[config.mk]
export PLATFORM = sky130hd
export DESIGN_NAME = ddrcap_read_capture
export DESIGN_NICKNAME = d
export VERILOG_FILES = /design/src/rtl/ddrcap_pkg.sv /design/src/rtl/ddrcap_align.sv /design/src/rtl/ddrcap_collect.sv /design/src/rtl/ddrcap_read_capture.sv
export SDC_FILE = /design/constraint.sdc
export NUM_CORES = 1
export LEC_CHECK = 0
export ABC_AREA = 1
export BUFFER_PORTS_ARGS = -buffer_cell sky130_fd_sc_hd__buf_4
export CAP_MARGIN = 0
export CORE_ASPECT_RATIO = 2
export CORE_UTILIZATION = 52
export DETAILED_ROUTE_END_ITERATION = 12
export PLACE_DENSITY = 0.77
export SLEW_MARGIN = 20
export SYNTH_ARGS = -nofsm -noshare
export SYNTH_HDL_FRONTEND = slang
export SYNTH_HIERARCHICAL = 1
export SYNTH_SLANG_ARGS = --single-unit
[constraint.sdc]
create_clock -name clk -period 1.75 [get_ports clk]
set_input_delay 0.0875 -clock clk [delete_from_list [all_inputs] [get_ports clk]]
set_output_delay 0.0875 -clock clk [all_outputs]
set_load 0.005 [all_outputs]
[src/rtl/ddrcap_pkg.sv]
package ddrcap_pkg;

   // Which capture edge carries beat 0 of the current burst.
   typedef enum logic {
      PH_FULL = 1'b0,   // beat 0 on the rising sample
      PH_HALF = 1'b1    // beat 0 on the falling sample
   } cap_phase_e;

   // A burst must hold at least two beat pairs.
   localparam int MIN_BURST = 4;

endpackage

[src/rtl/ddrcap_align.sv]
module ddrcap_align #(
   parameter int DQ_W    = 8,
   parameter bit HALF_EN = 1'b1
) (
   input  logic            clk,
   input  logic            rst_n,
   input  logic            win,
   input  logic [DQ_W-1:0] dq_r,
   input  logic [DQ_W-1:0] dq_f,
   input  logic            s_r,
   input  logic            s_f,
   output logic            start_full,
   output logic            start_half,
   output logic [DQ_W-1:0] full_ev_dq,
   output logic [DQ_W-1:0] full_od_dq,
   output logic            full_ev_s,
   output logic            full_od_s,
   output logic [DQ_W-1:0] half_ev_dq,
   output logic [DQ_W-1:0] half_od_dq,
   output logic            half_ev_s,
   output logic            half_od_s
);

   // Strobe history from the previous capture cycle.
   logic prev_s_r;
   logic prev_s_f;

   always_ff @(posedge clk) begin
      if (!rst_n) begin
         prev_s_r <= 1'b0;
         prev_s_f <= 1'b0;
      end else begin
         prev_s_r <= s_r;
         prev_s_f <= s_f;
      end
   end

   // Rising-edge pairing: (rise, fall) of one cycle.
   assign full_ev_dq = dq_r;
   assign full_od_dq = dq_f;
   assign full_ev_s  = s_r;
   assign full_od_s  = s_f;
   assign start_full = win & ~prev_s_r & ~prev_s_f & s_r & ~s_f;

   generate
      if (HALF_EN) begin : g_half
         logic [DQ_W-1:0] prev_dq_f;
         always_ff @(posedge clk) begin
            if (!rst_n) prev_dq_f <= '0;
            else        prev_dq_f <= dq_f;
         end
         // Falling-edge pairing: previous fall with current rise.
         assign half_ev_dq = prev_dq_f;
         assign half_od_dq = dq_r;
         assign half_ev_s  = prev_s_f;
         assign half_od_s  = s_r;
         assign start_half = win & ~prev_s_f & ~s_r & s_f;
      end else begin : g_full_only
         assign half_ev_dq = dq_r;
         assign half_od_dq = dq_f;
         assign half_ev_s  = s_r;
         assign half_od_s  = s_f;
         assign start_half = 1'b0;
      end
   endgenerate

endmodule

[src/rtl/ddrcap_collect.sv]
module ddrcap_collect
   import ddrcap_pkg::*;
#(
   parameter int DQ_W  = 8,
   parameter int PAIRS = 4,
   localparam int CW   = (PAIRS > 1) ? $clog2(PAIRS) : 1,
   localparam int PW   = 2 * DQ_W
) (
   input  logic              clk,
   input  logic              rst_n,
   input  logic              start_full,
   input  logic              start_half,
   input  logic [DQ_W-1:0]   full_ev_dq,
   input  logic [DQ_W-1:0]   full_od_dq,
   input  logic              full_ev_s,
   input  logic              full_od_s,
   input  logic [DQ_W-1:0]   half_ev_dq,
   input  logic [DQ_W-1:0]   half_od_dq,
   input  logic              half_ev_s,
   input  logic              half_od_s,
   output logic              done,
   output logic              err,
   output logic [PAIRS*PW-1:0] word
);

   localparam logic [CW-1:0] LAST = CW'(PAIRS - 1);

   logic       busy;
   cap_phase_e phase;
   logic [CW-1:0] cnt;

   // Pair selected by the alignment chosen at preamble time.
   logic [PW-1:0] sel_pair;
   logic          pair_ok;
   always_comb begin
      if (phase == PH_HALF) begin
         sel_pair = {half_od_dq, half_ev_dq};
         pair_ok  = half_ev_s & ~half_od_s;
      end else begin
         sel_pair = {full_od_dq, full_ev_dq};
         pair_ok  = full_ev_s & ~full_od_s;
      end
   end

   // Slot load control: the rising-edge start carries pair 0 at once.
   logic          ld_en;
   logic [CW-1:0] ld_idx;
   logic [PW-1:0] ld_pair;
   always_comb begin
      ld_en   = busy ? pair_ok : start_full;
      ld_idx  = busy ? cnt : '0;
      ld_pair = busy ? sel_pair : {full_od_dq, full_ev_dq};
   end

   always_ff @(posedge clk) begin
      if (!rst_n) begin
         busy  <= 1'b0;
         phase <= PH_FULL;
         cnt   <= '0;
         done  <= 1'b0;
         err   <= 1'b0;
      end else begin
         done <= 1'b0;
         err  <= 1'b0;
         if (!busy) begin
            if (start_full) begin
               busy  <= 1'b1;
               phase <= PH_FULL;
               cnt   <= CW'(1);
            end else if (start_half) begin
               busy  <= 1'b1;
               phase <= PH_HALF;
               cnt   <= '0;
            end
         end else if (pair_ok) begin
            if (cnt == LAST) begin
               busy <= 1'b0;
               done <= 1'b1;
            end else begin
               cnt <= cnt + 1'b1;
            end
         end else begin
            busy <= 1'b0;
            err  <= 1'b1;
         end
      end
   end

   // One storage slot per beat pair, even beat in the low half.
   generate
      for (genvar g = 0; g < PAIRS; g++) begin : g_slot
         logic [PW-1:0] slot_q;
         always_ff @(posedge clk) begin
            if (!rst_n)                             slot_q <= '0;
            else if (ld_en && ld_idx == CW'(g))     slot_q <= ld_pair;
         end
         assign word[g*PW +: PW] = slot_q;
      end
   endgenerate

endmodule

[src/rtl/ddrcap_read_capture.sv]
module ddrcap_read_capture
   import ddrcap_pkg::*;
#(
   parameter int DQ_W                   = 8,
   parameter int BURST_LEN              = 8,
   parameter bit HALF_EN                = 1'b1,
   parameter logic [BURST_LEN-1:0] TRAIN_SEQ = 'hA5,
   localparam int PAIRS                 = BURST_LEN / 2,
   localparam int WORD_W                = BURST_LEN * DQ_W
) (
   input  logic              clk,
   input  logic              rst_n,
   input  logic              rd_window,
   input  logic              train_en,
   input  logic [DQ_W-1:0]   dq_rise,
   input  logic [DQ_W-1:0]   dq_fall,
   input  logic              dqs_rise,
   input  logic              dqs_fall,
   output logic              fifo_wr_en,
   output logic [WORD_W-1:0] fifo_wr_data,
   output logic              burst_err,
   output logic              pat_match
);

   // Elaboration-time parameter checks.
   generate
      if (BURST_LEN < MIN_BURST || (BURST_LEN % 2) != 0) begin : g_bad_len
         $error("BURST_LEN must be even and at least %0d", MIN_BURST);
      end
      if (DQ_W < 1) begin : g_bad_width
         $error("DQ_W must be at least 1");
      end
   endgenerate

   logic            st_full, st_half;
   logic [DQ_W-1:0] f_ev_dq, f_od_dq, h_ev_dq, h_od_dq;
   logic            f_ev_s, f_od_s, h_ev_s, h_od_s;
   logic            done, err;
   logic [WORD_W-1:0] word;

   ddrcap_align #(.DQ_W(DQ_W), .HALF_EN(HALF_EN)) u_align (
      .clk        (clk),
      .rst_n      (rst_n),
      .win        (rd_window),
      .dq_r       (dq_rise),
      .dq_f       (dq_fall),
      .s_r        (dqs_rise),
      .s_f        (dqs_fall),
      .start_full (st_full),
      .start_half (st_half),
      .full_ev_dq (f_ev_dq),
      .full_od_dq (f_od_dq),
      .full_ev_s  (f_ev_s),
      .full_od_s  (f_od_s),
      .half_ev_dq (h_ev_dq),
      .half_od_dq (h_od_dq),
      .half_ev_s  (h_ev_s),
      .half_od_s  (h_od_s)
   );

   ddrcap_collect #(.DQ_W(DQ_W), .PAIRS(PAIRS)) u_collect (
      .clk        (clk),
      .rst_n      (rst_n),
      .start_full (st_full),
      .start_half (st_half),
      .full_ev_dq (f_ev_dq),
      .full_od_dq (f_od_dq),
      .full_ev_s  (f_ev_s),
      .full_od_s  (f_od_s),
      .half_ev_dq (h_ev_dq),
      .half_od_dq (h_od_dq),
      .half_ev_s  (h_ev_s),
      .half_od_s  (h_od_s),
      .done       (done),
      .err        (err),
      .word       (word)
   );

   // Training reference: each beat all ones or all zeros.
   logic [WORD_W-1:0] train_word;
   generate
      for (genvar b = 0; b < BURST_LEN; b++) begin : g_train
         assign train_word[b*DQ_W +: DQ_W] = {DQ_W{TRAIN_SEQ[b]}};
      end
   endgenerate

   assign fifo_wr_en   = done;
   assign fifo_wr_data = word;
   assign burst_err    = err;
   assign pat_match    = done & train_en & (word == train_word);

endmodule

==> results.json <==
{
  "period_needed_ns": 1.67,
  "min_path_type": "in2reg",
  "drive_gt1_frac": 0.224,
  "synth.most_common_cell": "nand2_1",
  "relSlewSlack": 0.514,
  "worstSetupEndpointType": "flip-flop",
  "seqCellArea_um2": 1600,
  "num_rows": 45,
  "multi_input_area_um2": 1820,
  "port_buffers": 88,
  "finalHoldViolCount": 0,
  "clock_latency_ns": 0.33,
  "antenna_found_initial": 0,
  "drc": 0,
  "syn_area_per_cell_um2": 6.86,
  "grt_overflow": 0,
  "fp.dieH_um": 127,
  "syn_inst": 594,
  "h-tree-depth": 3,
  "core_um2": 7600,
  "yosys.area.top_type": "dfxtp_1",
  "cp-start-kind": "flip-flop",
  "die_x_um": 64.6,
  "die_area_um2": 8210,
  "worst_slew_pin_slew_ns": 0.726,
  "synth-seq-cells": 80,
  "ys_top_cells_by_area": "dfxtp_1 39%, nand2_1 12%, nor2_1 8.8%, nand3_1 8.1%, a21oi_1 7.5%",
  "cts_buffers": 9,
  "grt_max_degree": 44,
  "synth_flop_cell": "dfxtp_1",
  "finalCritPeriodShare": 0.954,
  "root_buffer": "clkbuf_16",
  "max_stage_delay_ns": 0.54,
  "drt-total-wl_um": 10200,
  "power_mw": 4.15,
  "fin_util": 0.665,
  "slowest_stage": "o21ai_1",
  "wl_per_cell_um": 13.5,
  "routabilityCongestion": 0.802,
  "drv_cap": 0,
  "p_leak_nw": 2.35,
  "antennaDiodeCount": 0,
  "synth_area_um2": 4070,
  "drt_iter0_drc": 266,
  "ys_types": 24,
  "yosys_warnings": 6,
  "syn-num-nets": 617,
  "power_per_cell_area_nw_per_um2": 822,
  "slew_violations": 0,
  "rsz0062_at_grt": "true",
  "nNetsFinal": 683,
  "grt_pass1_wl_um": 15900,
  "avgViaCountPerCell": 5.01,
  "vdd_ir_drop_max_v": 0.000544,
  "nFillCells": 681,
  "crit_arrival_ns": 1.90,
  "setup-violations-final": 0,
  "path_cells": "nand2_2 -> o21ai_1 -> nand3_1 -> nand2_1 -> nor2_1",
  "ys_seq_area_frac": 0.393,
  "ys_async_sr_fraction": 0,
  "status": "complete, no violations",
  "cp_max_fo": 32,
  "max_freq_mhz": 599,
  "tritoncts": "yes",
  "dp_hpwl_um": 7110,
  "num_vias": 3799,
  "grt.total_usage": 0.256,
  "grt_pass1_vias": 3314,
  "dr.pass1.iters": 5,
  "synth_top_cell_area_share": 0.393,
  "path_class": "reg2reg",
  "ant_nets": 0,
  "synth_common_cells": "127 x nand2_1, 96 x nor2_1, 80 x dfxtp_1, 66 x nand3_1, 61 x a21oi_1",
  "critPathRequiredTime_ns": 1.98,
  "start_util": 0.536,
  "cts_sinks": 80,
  "fin_skew_ns": 0.00436,
  "cts.path.max_buffers": 2,
  "synthToLayoutAreaGrowth_pct": 24.0,
  "ios": 89,
  "synth_edf_count": 0,
  "path_clk_slew_ns": 0.06
}
==> sequential cells by signal (all words and copies together), names as in the netlist <==
register / count
u_collect/cnt: 2
u_collect/busy: 1
u_align/half_ev_s: 1
u_collect/err: 1
u_collect/phase: 1
u_collect/done: 1
u_collect/g_slot.slot_q: 64
u_align/half_ev_dq: 8
u_align/prev_s_r: 1
==> critical path: cells and delay by family (launching register included) <==
kind            cells  cell delay, ns
compound gates      1            0.54
simple gates        4            0.61
flops               1            0.40
==> cell type report <==
| type | count | area share |
|---|---|---|
| timing repair buffer | 120 | 0.201 |
| tap | 94 | 0.0233 |
| inverter | 56 | 0.0416 |
| multi-input combinational | 393 | 0.360 |
| sequential | 80 | 0.317 |
| clock buffer | 12 | 0.0488 |
| clock inverter | 3 | 0.00842 |
==> per-stage QoR <==
step	hold slack [ns]	setup TNS (ns)	setup slack [ns]	area, um2	cells
floorplan	0.181	0	0.525	4070	594
global placement	0.278	0	0.0458	4620	732
detailed placement	0.284	0	0.0188	4620	732
CTS	0.164	0	0.0178	5010	757
global route	0.198	-0.349	-0.0514	5050	758
finish	0.172	0	0.0813	5050	758
==> what timing repair did <==
action / 4_1_cts / 5_1_grt
setup endpoints to repair: 0 / 58
endpoints found under the hold margin: 10 / 0
hold buffers: 10 / 0
resized for setup: 0 / 6
buffers inserted: 0 / 0
==> power breakdown <==
part	switching (mW)	leakage [nW]	internal (mW)
Combinational	0.244	1.57	0.185
Sequential	0.0331	0.649	1.86
Clock	0.696	0.139	1.13
==> per-layer routing <==
metal | routed length (um) | part of all wire | vias to the layer above | GRT usage
li1 | - | - | 1981 | -
met1 | 3940 | 0.39 | 1684 | 0.284
met2 | 5370 | 0.52 | 111 | 0.446
met3 | 452 | 0.044 | 23 | 0.0473
met4 | 478 | 0.047 | 0 | 0.146
met5 | 0 | 0 | - | 0
==> cell usage in the layout (no fill, tap or decap), types with 9 or more instances in the layout <==
| master | count |
|---|---|
| nand2_1 | 126 |
| buf_4 | 103 |
| nor2_1 | 94 |
| dfxtp_1 | 80 |
| nand3_1 | 66 |
| a21oi_1 | 61 |
| inv_1 | 55 |
| o21ai_1 | 13 |
| dlygate4sd3_1 | 10 |
| clkbuf_16 | 9 |
==> cells by family (layout without fill, tap and decap cells) <==
family,Yosys count,count (layout),share of synthesized area
compound gates,85,85,0.109
fa+ha+maj,1,1,0.00307
buf+inv,122,191,0.175
flops,80,80,0.393
simple gates,306,307,0.320
==> final timing paths <==
kind / from / endpoint / slack (ns) / cells past startpoint
setup / recovery: u_collect/phase / u_collect/g_slot[1].slot_q[12] / 0.08 / 5
hold / removal: rst_n / u_align/half_ev_dq[1] / 0.17 / 3
setup reg to reg: u_collect/phase / u_collect/g_slot[1].slot_q[12] / 0.08 / 5
hold reg to reg: u_collect/g_slot[1].slot_q[8] / u_collect/g_slot[1].slot_q[8] / 0.51 / 2
No activity file was read; power rests on OpenSTA's default activity.
